$ cat src/rtl/csf_pkg.sv
package csf_pkg;
  parameter int SEL_W = 3;
  localparam int DIV_W = (1 << SEL_W) - 1;

  typedef enum logic [2:0] {
    ST_PWRT, ST_OST, ST_RUN_PRI, ST_RUN_INT, ST_SLEEP
  } seq_st_e;

  typedef enum logic [1:0] {SRC_NONE, SRC_PRI, SRC_INT} src_e;

  // Postscaler tap: all-ones selects the undivided level
  function automatic logic postscale_tap(input logic [DIV_W-1:0] cnt,
                                         input logic lvl,
                                         input logic [SEL_W-1:0] sel);
    if (sel == {SEL_W{1'b1}}) return lvl;
    return cnt[(DIV_W-1) - int'(sel)];
  endfunction

  function automatic logic rise_of(input logic now_v, input logic prev_v);
    return now_v & ~prev_v;
  endfunction
endpackage

$ cat src/rtl/csf_osc_sync.sv
module csf_osc_sync #(
  parameter int N = 3
) (
  input  logic         clk,
  input  logic         rst_n,
  input  logic [N-1:0] raw_i,
  output logic [N-1:0] lvl_o,
  output logic [N-1:0] rise_o
);
  for (genvar g = 0; g < N; g++) begin : g_sync
    logic s1, s2, s3;
    always_ff @(posedge clk or negedge rst_n) begin
      if (!rst_n) begin
        s1 <= 1'b0; s2 <= 1'b0; s3 <= 1'b0;
      end else begin
        s1 <= raw_i[g]; s2 <= s1; s3 <= s2;
      end
    end
    assign lvl_o[g]  = s2;
    assign rise_o[g] = csf_pkg::rise_of(s2, s3);
  end
endmodule

$ cat src/rtl/csf_postscaler.sv
module csf_postscaler
  import csf_pkg::*;
#(
  parameter logic [SEL_W-1:0] IRCF_RESET = 3'd6
) (
  input  logic             clk,
  input  logic             rst_n,
  input  logic             int_lvl_i,
  input  logic             int_rise_i,
  input  logic             we_i,
  input  logic [SEL_W-1:0] sel_i,
  output logic             div_lvl_o,
  output logic             div_rise_o
);
  logic [SEL_W-1:0] sel_q;
  logic [DIV_W-1:0] cnt_q;
  logic             lvl_d;

  assign div_lvl_o  = postscale_tap(cnt_q, int_lvl_i, sel_q);
  assign div_rise_o = rise_of(div_lvl_o, lvl_d);

  always_ff @(posedge clk or negedge rst_n) begin
    if (!rst_n) begin
      sel_q <= IRCF_RESET;
      cnt_q <= '0;
      lvl_d <= 1'b0;
    end else begin
      lvl_d <= div_lvl_o;
      if (int_rise_i) cnt_q <= cnt_q + 1'b1;
      if (we_i) sel_q <= sel_i;
    end
  end
endmodule

$ cat src/rtl/csf_startup_seq.sv
module csf_startup_seq
  import csf_pkg::*;
#(
  parameter int OST_CYCLES = 1024,
  localparam int OST_W = (OST_CYCLES > 1) ? $clog2(OST_CYCLES) : 1
) (
  input  logic    clk,
  input  logic    rst_n,
  input  logic    pwrt_en_i,
  input  logic    pwrt_done_i,
  input  logic    xtal_i,
  input  logic    two_speed_i,
  input  logic    sleep_i,
  input  logic    wake_i,
  input  logic    pri_rise_i,
  input  logic    fail_evt_i,
  output seq_st_e st_o,
  output src_e    want_o,
  output logic    hold_o,
  output logic    ost_done_o
);
  seq_st_e          st_q;
  logic [OST_W-1:0] ost_q;

  assign st_o = st_q;
  assign ost_done_o = (st_q == ST_OST) &&
                      (!xtal_i || (pri_rise_i && ost_q == OST_W'(OST_CYCLES - 1)));

  always_comb begin
    hold_o = 1'b0;
    want_o = SRC_NONE;
    unique case (st_q)
      ST_PWRT: begin
        hold_o = 1'b1;
        want_o = two_speed_i ? SRC_INT : SRC_NONE;
      end
      ST_OST: begin
        hold_o = !two_speed_i;
        want_o = two_speed_i ? SRC_INT : SRC_NONE;
      end
      ST_RUN_PRI: want_o = SRC_PRI;
      ST_RUN_INT: want_o = SRC_INT;
      ST_SLEEP:   hold_o = 1'b1;
      default: begin
        hold_o = 1'b1;
        want_o = SRC_NONE;
      end
    endcase
  end

  always_ff @(posedge clk or negedge rst_n) begin
    if (!rst_n) begin
      st_q  <= ST_PWRT;
      ost_q <= '0;
    end else begin
      if (st_q != ST_OST) ost_q <= '0;
      else if (xtal_i && pri_rise_i) ost_q <= ost_q + 1'b1;
      unique case (st_q)
        ST_PWRT:    if (!pwrt_en_i || pwrt_done_i) st_q <= ST_OST;
        ST_OST:     if (ost_done_o) st_q <= ST_RUN_PRI;
        ST_RUN_PRI: if (fail_evt_i) st_q <= ST_RUN_INT;
                    else if (sleep_i) st_q <= ST_SLEEP;
        ST_RUN_INT: if (sleep_i) st_q <= ST_SLEEP;
        ST_SLEEP:   if (wake_i) st_q <= ST_OST;
        default:    st_q <= ST_PWRT;
      endcase
    end
  end
endmodule

$ cat src/rtl/csf_fail_monitor.sv
module csf_fail_monitor #(
  parameter int FAIL_REFS = 4,
  localparam int MON_W = $clog2(FAIL_REFS + 1)
) (
  input  logic clk,
  input  logic rst_n,
  input  logic en_i,
  input  logic pri_rise_i,
  input  logic ref_rise_i,
  input  logic clr_i,
  output logic fail_evt_o,
  output logic fail_o
);
  logic [MON_W-1:0] cnt_q;
  logic             flag_q;

  assign fail_evt_o = en_i && ref_rise_i && !pri_rise_i &&
                      (cnt_q == MON_W'(FAIL_REFS - 1));
  assign fail_o = flag_q;

  always_ff @(posedge clk or negedge rst_n) begin
    if (!rst_n) begin
      cnt_q  <= '0;
      flag_q <= 1'b0;
    end else begin
      if (!en_i || pri_rise_i) cnt_q <= '0;
      else if (ref_rise_i)     cnt_q <= cnt_q + 1'b1;
      if (fail_evt_o)  flag_q <= 1'b1;
      else if (clr_i)  flag_q <= 1'b0;
    end
  end
endmodule

$ cat src/rtl/csf_clk_switch.sv
module csf_clk_switch
  import csf_pkg::*;
(
  input  logic clk,
  input  logic rst_n,
  input  src_e want_i,
  input  logic pri_lvl_i,
  input  logic pri_rise_i,
  input  logic int_lvl_i,
  input  logic int_rise_i,
  output src_e sel_o,
  output logic sysclk_o
);
  src_e sel_q, tgt_q;
  logic edge_seen_q;
  logic sys_q;
  logic cur_lvl, want_rise;

  always_comb begin
    unique case (sel_q)
      SRC_PRI: cur_lvl = pri_lvl_i;
      SRC_INT: cur_lvl = int_lvl_i;
      default: cur_lvl = 1'b0;
    endcase
    unique case (want_i)
      SRC_PRI: want_rise = pri_rise_i;
      SRC_INT: want_rise = int_rise_i;
      default: want_rise = 1'b0;
    endcase
  end

  assign sel_o    = sel_q;
  assign sysclk_o = sys_q;

  always_ff @(posedge clk or negedge rst_n) begin
    if (!rst_n) begin
      sel_q       <= SRC_NONE;
      tgt_q       <= SRC_NONE;
      edge_seen_q <= 1'b0;
      sys_q       <= 1'b0;
    end else begin
      tgt_q <= want_i;
      sys_q <= cur_lvl;
      if (sel_q != SRC_NONE) begin
        edge_seen_q <= 1'b0;
        if (want_i != sel_q && !cur_lvl) sel_q <= SRC_NONE;
      end else if (want_i != tgt_q || want_i == SRC_NONE) begin
        edge_seen_q <= 1'b0;
      end else if (want_rise) begin
        if (edge_seen_q) begin
          sel_q       <= want_i;
          edge_seen_q <= 1'b0;
        end else begin
          edge_seen_q <= 1'b1;
        end
      end
    end
  end
endmodule

$ cat src/rtl/clk_startup_failsafe.sv
module clk_startup_failsafe
  import csf_pkg::*;
#(
  parameter int                OST_CYCLES = 1024,
  parameter int                FAIL_REFS  = 4,
  parameter logic [SEL_W-1:0]  IRCF_RESET = 3'd6
) (
  input  logic             clk,
  input  logic             rst_n,
  input  logic             pri_osc_i,
  input  logic             int_osc_i,
  input  logic             lf_ref_i,
  input  logic             pwrt_en_i,
  input  logic             pwrt_done_i,
  input  logic             xtal_mode_i,
  input  logic             two_speed_i,
  input  logic             fscm_en_i,
  input  logic             sleep_i,
  input  logic             wake_i,
  input  logic             fail_clr_i,
  input  logic             ircf_we_i,
  input  logic [SEL_W-1:0] ircf_i,
  output logic             sysclk_o,
  output logic             cpu_hold_o,
  output logic             on_primary_o,
  output logic             fail_o,
  output logic             wdt_clk_o
);
  localparam int NOSC = 3;

  logic [NOSC-1:0] osc_lvl, osc_rise;
  logic pri_lvl, pri_rise, int_lvl, int_rise, ref_lvl, ref_rise;
  logic div_lvl, div_rise;
  logic fail_evt, mon_en, ost_done;
  seq_st_e st;
  src_e    want, sel;

  csf_osc_sync #(.N(NOSC)) u_sync (
    .clk(clk), .rst_n(rst_n),
    .raw_i({lf_ref_i, int_osc_i, pri_osc_i}),
    .lvl_o(osc_lvl), .rise_o(osc_rise)
  );
  assign {ref_lvl, int_lvl, pri_lvl}    = osc_lvl;
  assign {ref_rise, int_rise, pri_rise} = osc_rise;
  assign wdt_clk_o = ref_lvl;

  csf_postscaler #(.IRCF_RESET(IRCF_RESET)) u_post (
    .clk(clk), .rst_n(rst_n),
    .int_lvl_i(int_lvl), .int_rise_i(int_rise),
    .we_i(ircf_we_i), .sel_i(ircf_i),
    .div_lvl_o(div_lvl), .div_rise_o(div_rise)
  );

  csf_startup_seq #(.OST_CYCLES(OST_CYCLES)) u_seq (
    .clk(clk), .rst_n(rst_n),
    .pwrt_en_i(pwrt_en_i), .pwrt_done_i(pwrt_done_i),
    .xtal_i(xtal_mode_i), .two_speed_i(two_speed_i),
    .sleep_i(sleep_i), .wake_i(wake_i),
    .pri_rise_i(pri_rise), .fail_evt_i(fail_evt),
    .st_o(st), .want_o(want), .hold_o(cpu_hold_o), .ost_done_o(ost_done)
  );

  assign mon_en = fscm_en_i && (st == ST_RUN_PRI);

  csf_fail_monitor #(.FAIL_REFS(FAIL_REFS)) u_mon (
    .clk(clk), .rst_n(rst_n),
    .en_i(mon_en), .pri_rise_i(pri_rise), .ref_rise_i(ref_rise),
    .clr_i(fail_clr_i), .fail_evt_o(fail_evt), .fail_o(fail_o)
  );

  csf_clk_switch u_sw (
    .clk(clk), .rst_n(rst_n), .want_i(want),
    .pri_lvl_i(pri_lvl), .pri_rise_i(pri_rise),
    .int_lvl_i(div_lvl), .int_rise_i(div_rise),
    .sel_o(sel), .sysclk_o(sysclk_o)
  );

  assign on_primary_o = (sel == SRC_PRI);
endmodule

$ cat config.mk
export PLATFORM = sky130hd
export DESIGN_NAME = clk_startup_failsafe
export DESIGN_NICKNAME = d
export VERILOG_FILES = /design/src/rtl/csf_pkg.sv /design/src/rtl/csf_osc_sync.sv /design/src/rtl/csf_postscaler.sv /design/src/rtl/csf_startup_seq.sv /design/src/rtl/csf_fail_monitor.sv /design/src/rtl/csf_clk_switch.sv /design/src/rtl/clk_startup_failsafe.sv
export SDC_FILE = /design/constraint.sdc
export NUM_CORES = 1
export LEC_CHECK = 0
export ABC_AREA = 1
export CELL_PAD_IN_SITES_DETAIL_PLACEMENT = 0
export CELL_PAD_IN_SITES_GLOBAL_PLACEMENT = 1
export CORE_UTILIZATION = 37
export CTS_CLUSTER_DIAMETER = 150
export DETAILED_ROUTE_END_ITERATION = 12
export GPL_TIMING_DRIVEN = 0
export PLACE_DENSITY_LB_ADDON = 0.1
export RECOVER_POWER = 25
export SYNTH_ARGS = -nofsm -noshare
export SYNTH_HDL_FRONTEND = slang
export SYNTH_SLANG_ARGS = --single-unit
$ cat constraint.sdc
create_clock -name clk -period 2.2 [get_ports clk]
set_input_delay 0.22 -clock clk [delete_from_list [all_inputs] [get_ports clk]]
set_output_delay 0.22 -clock clk [all_outputs]
set_load 0.1 [all_outputs]
==> out/results.ini, run 1 <==
[outcome]
status=finished, final reports clean

[synthesis]
syn_area_um2=2190
yosysWarnings=0
syn-num-nets=273
synth.distinct_cells=34
synth_seq_cells=43
yosysTopAreaCell=dfrtp_1
synth-edff-count=0
yosys_most_used_dff=dfrtp_1
synth_cells=244
synthTopCellsByArea=dfrtp_1, nand2_1, ha_1
seq_area_frac_synth_pct=49.2
yosysTopAreaCellShare_pct=46.8
yosysMostFrequentCell=nand2_1
synthArstFlopShare_pct=100
syn_area_per_cell_um2=8.98
synth_common_cells=nand2_1, dfrtp_1, inv_1, nand3_1, nor2_1

[power]
vdd_drop_max_uv=616
power_mw=2.66
leakage_nw=1.25
p_per_area_nw_per_um2=1010

[floorplan]
die_x_um=79.0
initial_core_util_pct=39.1
pin_count=22
rows=27
die_area_um2=6230
die_h_um=79.0
core-area_um2=5610

[routing]
wl_per_cell_um=11.4
first_iter_violations=57
vias_per_cell=4.66
drc_errors=0
dr.pass1.iters=4
ant_nets=0
dr_total_vias=1618
drt-total-wl_mm=3.96

[critical_path]
path_max_fanout=4
worstPathRequired_ns=1.98
critPathCaptureType=primary output
crit_slowest_cell=dlygate4sd2_1
cpPeakStageDelay_ns=0.86
cp-start-kind=flip-flop
path_class=flip-flop to primary output
cp.buffers_inverters=2
cp.arrival_ns=1.87
crit_family=buffers and inverters
crit_path_cell_trace=inv_1 > ha_1 > dlygate4sd2_1

[placement]
gp_congestion=0.715
pre_cts_slack_ns=-0.0293
io_buffer_count=21
post_dp_cell_area_um2=2510
dp.cells=338
place_hpwl_mm=2.98

[layout]
area_delta_synth_final_pct=20.3
diodes=0
drive_gt1_share_pct=13.5
design_area_um2=2640
n_fill_cell=585
fin_util_pct=47.0
nNetsFinal=303
layout.cells.non_filler=347

[hold_path]
holdCritPathClass=flip-flop to flip-flop

[global_routing]
grt_max_degree=29
grt_use_met2_pct=21.8
grt_pass1_vias=1559
grt_pass1_wl_mm=6.96
antenna_found_initial=0
grt-busiest-layer=met2
grt-ovfl-total=0
grtUsageMet3_pct=3.91
grt_use_total_pct=14.4
grtUsageMet1_pct=19.7

[cts]
clk_path_buf_depth=2
h-tree-depth=2
ctsRootBufferMaster=clkbuf_8
insertion_delay_ns=0.29
path_clk_slew_ns=0.08
post-cts-setup-buffer-count=0
cts_tree=built
cts_buffers=5
cts_sinks=43

[timing]
period_minus_slack_ns=2.09
setup_ws_ns=0.111
tightest_slew_ns=0.972
fmax_mhz=479
grt_setup_unrepaired=false
setup-tns-final_ns=0
slew_headroom_pct=35.2
hold_viol=0
finalCritPeriodShare_pct=95.0
skew_ns=0.00469
setup_viol=0
maxSlewViolCount=0
whs_ns=0.358

[flow_run]
maxCapViolCount=0

registers in the layout, summed over array words and instances (netlist names):
register and cells:
u_seq.ost_q 10, u_sw.sysclk_o 1, u_seq.st_o 3, u_sync.g_sync.s3 3, u_mon.cnt_q 3, u_sw.edge_seen_q 1
u_sync.g_sync.s1 3, u_sw.sel_o 2, u_sync.g_sync.s2 3, u_post.sel_q 3, u_sw.tgt_q 2, u_mon.fail_o 1
u_post.lvl_d 1, u_post.cnt_q 7
cell type report:
| cell class | instances | area (um2) | share of cell area, % |
|---|---|---|---|
| Timing Repair Buffer | 23 | 231 | 8.78 |
| Sequential cell | 43 | 1080 | 40.9 |
| Inverter | 40 | 154 | 5.84 |
| Clock buffer | 6 | 82.6 | 3.13 |
| Clock inverter | 2 | 35.0 | 1.33 |
| Tap cell | 72 | 90.1 | 3.42 |
| Multi-Input combinational cell | 161 | 965 | 36.6 |
worst register-to-register path, cell delays in order, from the launching register on:
cell	delay, ns
dfrtp_1	0.45
ha_1	0.36
inv_1	0.08
nand3_1	0.07
nand3_1	0.09
nand3_1	0.07
nand2_1	0.10
nand2_1	0.06
nand2_1	0.08
nand3_1	0.09
nand2_1	0.12
nand2_2	0.07
nand2_1	0.05
nand2_1	0.05
logic make-up after synthesis:
logic type,after synthesis,share of synthesized area [%]
AOI/OAI and AO/OA,27,7.20
xor gates and xnor gates,7,2.80
adders and majority gates,12,6.85
buffers and inverters,40,7.02
DFF,43,49.2
muxes,2,1.03
and+or+nand+nor,113,25.9
where the power goes:
group / total, mW / internal [mW] / switching, mW
combinational: 0.980 / 0.327 / 0.654
sequential: 1.04 / 0.920 / 0.123
clock: 0.636 / 0.367 / 0.268
total: 2.66 / 1.61 / 1.04
cell usage in the layout, fill, tap and decap left out, drive strengths merged, types with 4 or more instances in the layout:
cell type      instances
nor2                  20
nand4                  4
inv                   39
xor2                   6
nand3                 22
ha                    12
o21ai                 12
dfrtp                 41
dlygate4sd3            4
a21oi                  9
clkbuf                 7
nand2                 58
clkdlybuf4s50         15
nor3                   6
path summary, 6_finish.rpt:
kind / to / startpoint / slack [ns] / depth (start not counted)
min: u_sync.g_sync[1].s2$_DFF_PN0_ / u_sync.g_sync[1].s1$_DFF_PN0_ / 0.36 / 0
max in group asynchronous: u_seq.st_o[2]$_DFFE_PN0P_ / rst_n / 0.93 / 3
min reg2reg: u_sync.g_sync[1].s2$_DFF_PN0_ / u_sync.g_sync[1].s1$_DFF_PN0_ / 0.36 / 0
min in group asynchronous: u_post.cnt_q[4]$_DFFE_PN0P_ / rst_n / 0.60 / 2
max reg2reg: u_sw.sel_o[1]$_DFFE_PN0P_ / u_post.sel_q[0]$_DFFE_PN0P_ / 0.36 / 13
max: on_primary_o / u_sw.sel_o[1]$_DFFE_PN0P_ / 0.11 / 3
metal layers:
metal | up-vias | wire length (um)
met1 | 747 | 2050
met5 | - | 0
li1 | 845 | -
met2 | 24 | 1740
met3 | 2 | 134
met4 | 0 | 29
what timing repair did:
item	4_1_cts	5_1_grt
endpoints found under the setup margin	2	0
hold buffers	1	0
gates resized for setup	2	0
hold endpoints to repair	13	0
Power figures use the tool's default switching activity.
==> run 2: changes to the inputs <==
Settings changed: SYNTH_HIERARCHICAL set to 1.
==> run 2 against run 1 <==
Effect of this change:
- sequential share of layout area is 1.9 points lower
- register-to-register slack worse by 0.13 ns
- non-clock buffer count is 4 higher
- final cell count is 13% higher
- combinational power is 15% lower
- utilization is 0.58 points lower
- setup slack worse by 0.0084 ns
- maximum frequency is 0.40% lower
- critical endpoint is now wdt_clk_o
==> out/results.ini, run 2 <==
[outcome]
status=finished, final reports clean

[layout]
largest_reg_flops=10
regMostFlops=u_seq/ost_q
multi_input_area_um2=998
n_fill_cell=636
fin_util_pct=46.4
largestRegisters=u_seq/ost_q: 10 flops, u_post/cnt_q: 7 flops
layout_common_cells=nand2_1, inv_1, dfrtp_1
area_delta_synth_final_pct=21.0
drive_gt1_share_pct=13.3
final_common_cell=nand2_1
diodes=0
nNetsFinal=344
seqCellArea_um2=1080

[cts]
insertion_delay_ns=0.29
cts_buffers=5
ctsRootBufferMaster=clkbuf_8
cts_sinks=43
path_clk_slew_ns=0.08
cts_tree=built
h-tree-depth=2
clk_path_buf_depth=2

[timing]
hold_viol=0
period_minus_slack_ns=2.10
maxSlewViolCount=0
finalCritPeriodShare_pct=95.3
setup_viol=0
skew_ns=0.00920
fmax_mhz=477
slew_headroom_pct=11.2
tightest_slew_ns=1.33

[global_routing]
grt-ovfl-total=0
grt_pass1_wl_mm=7.53
grt_use_total_pct=14.9
grt_max_degree=23
antenna_found_initial=0
grt_pass1_vias=1702

[critical_path]
crit_path_cell_trace=buf_4 > clkdlybuf4s50_1
cp.buffers_inverters=2
cpPeakStageDelay_ns=1.11
cp-start-kind=flip-flop
critPathCaptureType=primary output
crit_family=buffers and inverters
crit_slowest_cell=clkdlybuf4s50_1
cp_num_cells=2
path_max_fanout=3
endpoint=wdt_clk_o
worstPathRequired_ns=1.98
rrSetupSlack_ns=0.23
r2r_start=u_seq/st_o[1]$_DFFE_PN0P_
r2r_end=u_sw/sel_o[1]$_DFFE_PN0P_
reg2reg_depth=11
cp.arrival_ns=1.88
startpoint=u_sync/g_sync[2].s2$_DFF_PN0_
path_class=flip-flop to primary output

[synthesis]
synth_cells=284
syn_area_per_cell_um2=8.04
syn-num-nets=313
yosysWarnings=6
syn_area_um2=2280

[power]
intPower_mw=1.58
p_per_area_nw_per_um2=913
pwr-share-clk_pct=25.5
p_sw_share_pct=37.6
seq_power_share_pct=41.3
vdd_drop_max_uv=366
power_switching_uw=950
leakage_nw=1.37
power_mw=2.53
p_comb_share_pct=33.2

[routing]
ant_nets=0
drc_errors=0
vias_per_cell=4.52
wl_per_cell_um=10.6
dr.pass1.iters=4
first_iter_violations=66
dr_total_vias=1769
drt-total-wl_mm=4.14

[floorplan]
core-area_um2=5960
die_x_um=80.6
rows=28
initial_core_util_pct=38.4
die_area_um2=6490
pin_count=22
die_h_um=80.6

[flow_run]
maxCapViolCount=0

[placement]
gp_congestion=0.793
io_buffer_count=21
place_hpwl_mm=3.11

[hold_path]
holdCritPathClass=flip-flop to flip-flop

==> run 2: layout make-up <==
type,instances,share of cell area [%]
inverters,54,7.42
repair buffers,24,9.00
well taps,75,3.39
multi-input cells,184,36.1
flip-flops and latches,43,39.0
clock buffers,6,2.99
plain buffers,3,0.814
clock inverters,2,1.27
==> run 2: layer usage <==
metal | up-vias | global-route usage (%) | wire length (um)
li1 | 937 | - | -
met1 | 807 | 19.7 | 2110
met2 | 20 | 24.0 | 1850
met4 | 0 | 4.82 | 45
met5 | - | 0 | 0
met3 | 5 | 3.41 | 125
==> run 2: metrics by stage <==
stage,TNS [ns],std cells,hold slack [ns],setup WS (ns),area [um2]
3_5_place_dp,-0.0599,381,0.245,-0.0599,2620
5_1_grt,-0.00455,391,0.369,-0.00455,2770
6_report,0,391,0.358,0.102,2770
3_3_place_gp,-13.88,380,0.331,-0.340,2590
2_1_floorplan,0,284,-0.0756,0.301,2290
4_1_cts,0,390,0.353,0.0845,2750
==> run 2: how the worst min path moves through the flow <==
stage	startpoint	slack, ns	to	cells past startpoint
floorplan	rst_n	-0.08	u_mon/cnt_q[0]$_DFFE_PN0P_	0
global placement	u_sync/g_sync[2].s1$_DFF_PN0_	0.33	u_sync/g_sync[2].s2$_DFF_PN0_	0
detailed placement	rst_n	0.24	u_post/cnt_q[5]$_DFFE_PN0P_	1
CTS	int_osc_i	0.35	u_sync/g_sync[1].s1$_DFF_PN0_	1
global route	u_sync/g_sync[0].s1$_DFF_PN0_	0.37	u_sync/g_sync[0].s2$_DFF_PN0_	0
finish	u_sync/g_sync[2].s1$_DFF_PN0_	0.36	u_sync/g_sync[2].s2$_DFF_PN0_	0
==> run 2: repair_timing <==
item / in CTS / in global routing
gates cloned: 0 / 0
endpoints found under the hold margin: 19 / 0
buffers inserted: 0 / 1
resized for setup: 4 / 5
hold buffers: 1 / 0
endpoints found under the setup margin: 2 / 2
pin swaps: 0 / 1
==> run 2: power by group through the flow <==
| stage | registers, mW | logic (mW) | clock network [mW] |
|---|---|---|---|
| 2_1_floorplan | 1.03 | 0.648 | 0 |
| 3_3_place_gp | 1.06 | 0.832 | 0 |
| 3_5_place_dp | 1.06 | 0.841 | 0 |
| 4_1_cts | 1.04 | 0.841 | 0.670 |
| 5_1_grt | 1.07 | 0.968 | 0.697 |
| 6_report | 1.04 | 0.837 | 0.645 |
==> run 3: changes to the inputs <==
Settings changed: CELL_PAD_IN_SITES_DETAIL_PLACEMENT 0 to unset, CELL_PAD_IN_SITES_GLOBAL_PLACEMENT 1 to unset, PLACE_DENSITY_LB_ADDON 0.1 to unset.
==> run 3 against run 2 <==
Effect of this change:
- first-iteration DRC count shrank 42%
- hold slack got worse by 0.012 ns
- maximum frequency about the same
- critical path depth did not move
- critical endpoint unchanged
- largest cell class unchanged
- largest power group unchanged
==> out/results.ini, run 3 (synthesized netlist as in run 2, its figures left out) <==
[outcome]
status=finished, final reports clean

[routing]
dr_total_vias=1761
drt-total-wl_mm=3.98
wl_per_cell_um=10.2
drc_errors=0
dr.pass1.iters=4
vias_per_cell=4.53
ant_nets=0
first_iter_violations=38

[floorplan]
pin_count=22
initial_core_util_pct=38.4
die_area_um2=6490
rows=28
die_x_um=80.6
die_h_um=80.6
core-area_um2=5960

[timing]
tightest_slew_ns=1.12
maxSlewViolCount=0
fmax_mhz=476
hold_viol=0
slew_headroom_pct=25.7
setup_ws_ns=0.101
skew_ns=0.00835
setup-tns-final_ns=0
period_minus_slack_ns=2.10
whs_ns=0.346
grt_setup_unrepaired=false
finalCritPeriodShare_pct=95.4
setup_viol=0

[layout]
area_delta_synth_final_pct=18.3
drive_gt1_share_pct=12.7
regMostFlops=u_seq/ost_q
diodes=0
largestRegisters=u_seq/ost_q: 10 flops, u_post/cnt_q: 7 flops
n_fill_cell=622
final_common_cell=nand2_1
layout.cells.non_filler=389
nNetsFinal=343
largest_reg_flops=10
layout_common_cells=nand2_1, inv_1, dfrtp_1

[power]
intPower_mw=1.44
power_mw=2.35
p_comb_share_pct=34.5
p_sw_share_pct=38.5
seq_power_share_pct=44.2
vdd_drop_max_uv=364
power_switching_uw=905
p_per_area_nw_per_um2=868
pwr-share-clk_pct=21.3
leakage_nw=1.35

[critical_path]
crit_path_cell_trace=buf_4 > clkdlybuf4s50_1
worstPathRequired_ns=1.98
cp-start-kind=flip-flop
cpPeakStageDelay_ns=1.11
crit_slowest_cell=clkdlybuf4s50_1
path_class=flip-flop to primary output
path_max_fanout=3
critPathCaptureType=primary output
cp.arrival_ns=1.88

[cts]
post-cts-setup-buffer-count=0
path_clk_slew_ns=0.08
h-tree-depth=2
insertion_delay_ns=0.29
cts_sinks=43
clk_path_buf_depth=2
ctsRootBufferMaster=clkbuf_8
cts_buffers=5
cts_tree=built

[placement]
pre_cts_slack_ns=-0.0115
gp_congestion=0.776
io_buffer_count=21
dp.cells=381
place_hpwl_mm=3.05

[global_routing]
grt_use_total_pct=14.4
grt-ovfl-total=0
grt_pass1_vias=1744
grt_max_degree=26
grt_pass1_wl_mm=7.24
antenna_found_initial=0

[flow_run]
maxCapViolCount=0

[hold_path]
holdCritPathClass=flip-flop to flip-flop

run 3: cell count changes in the layout (fill, tap and decap cells not counted), sizes merged:
cell / change
clkdlybuf4s15: -1
buf: -1
bufinv: -1
dlygate4sd3: -1
clkbuf: +1
clkdlybuf4s50: +1
run 3: critical path: cells and delay by family, from the launching register on:
kind	cells	cell delay, ns
flops	1	0.37
buf+inv	2	1.22
run 3: routing by layer:
metal	GRT usage, %	vias to the layer above	routed length, um
li1	-	934	-
met1	17.5	799	1900
met2	24.9	24	1930
met3	3.41	4	121
met4	4.29	0	28
met5	0	-	0
run 3: worst paths after layout:
kind / cells past startpoint / endpoint / from / slack (ns)
max in group asynchronous: 2 / u_post/sel_q[0]$_DFFE_PN0P_ / rst_n / 0.81
min in group asynchronous: 2 / u_post/cnt_q[0]$_DFFE_PN0P_ / rst_n / 0.65
min: 0 / u_sync/g_sync[1].s2$_DFF_PN0_ / u_sync/g_sync[1].s1$_DFF_PN0_ / 0.35
max reg2reg: 13 / u_sw/sel_o[0]$_DFFE_PN0P_ / u_post/sel_q[1]$_DFFE_PN1P_ / 0.23
max: 2 / wdt_clk_o / u_sync/g_sync[2].s2$_DFF_PN0_ / 0.10
min reg2reg: 0 / u_sync/g_sync[1].s2$_DFF_PN0_ / u_sync/g_sync[1].s1$_DFF_PN0_ / 0.35
run 3: cell type report:
cell class                      instances  area [um2]  area share (%)
Clock inverter                          1        5.00           0.185
Multi-Input combinational cell        184         987            36.5
Tap cell                               75        93.8            3.47
Clock buffer                            6        82.6            3.05
Timing Repair Buffer                   23         228            8.42
Buffer                                  3        22.5           0.833
Sequential cell                        43        1080            39.9
Inverter                               54         205            7.59
run 3: power groups by stage:
stage               clock network [mW]  registers (mW)  logic, mW
global placement                     0            1.05      0.814
global route                     0.567            1.07      0.955
floorplan                            0            1.03      0.648
CTS                              0.530            1.04      0.827
finish                           0.500            1.04      0.809
detailed placement                   0            1.05      0.829
run 3: timing repair:
action | in CTS | in global routing
hold buffers | 1 | 0
endpoints found under the hold margin | 16 | 0
endpoints found under the setup margin | 2 | 3
resized for setup | 3 | 3
run 3: stage by stage:
step / cell area (um2) / util, %
2_1_floorplan: 2290 / -
3_3_place_gp: 2590 / 43.6
5_1_grt: 2700 / 45.4
6_report: 2700 / 45.4
4_1_cts: 2710 / 45.4
3_5_place_dp: 2610 / 43.8
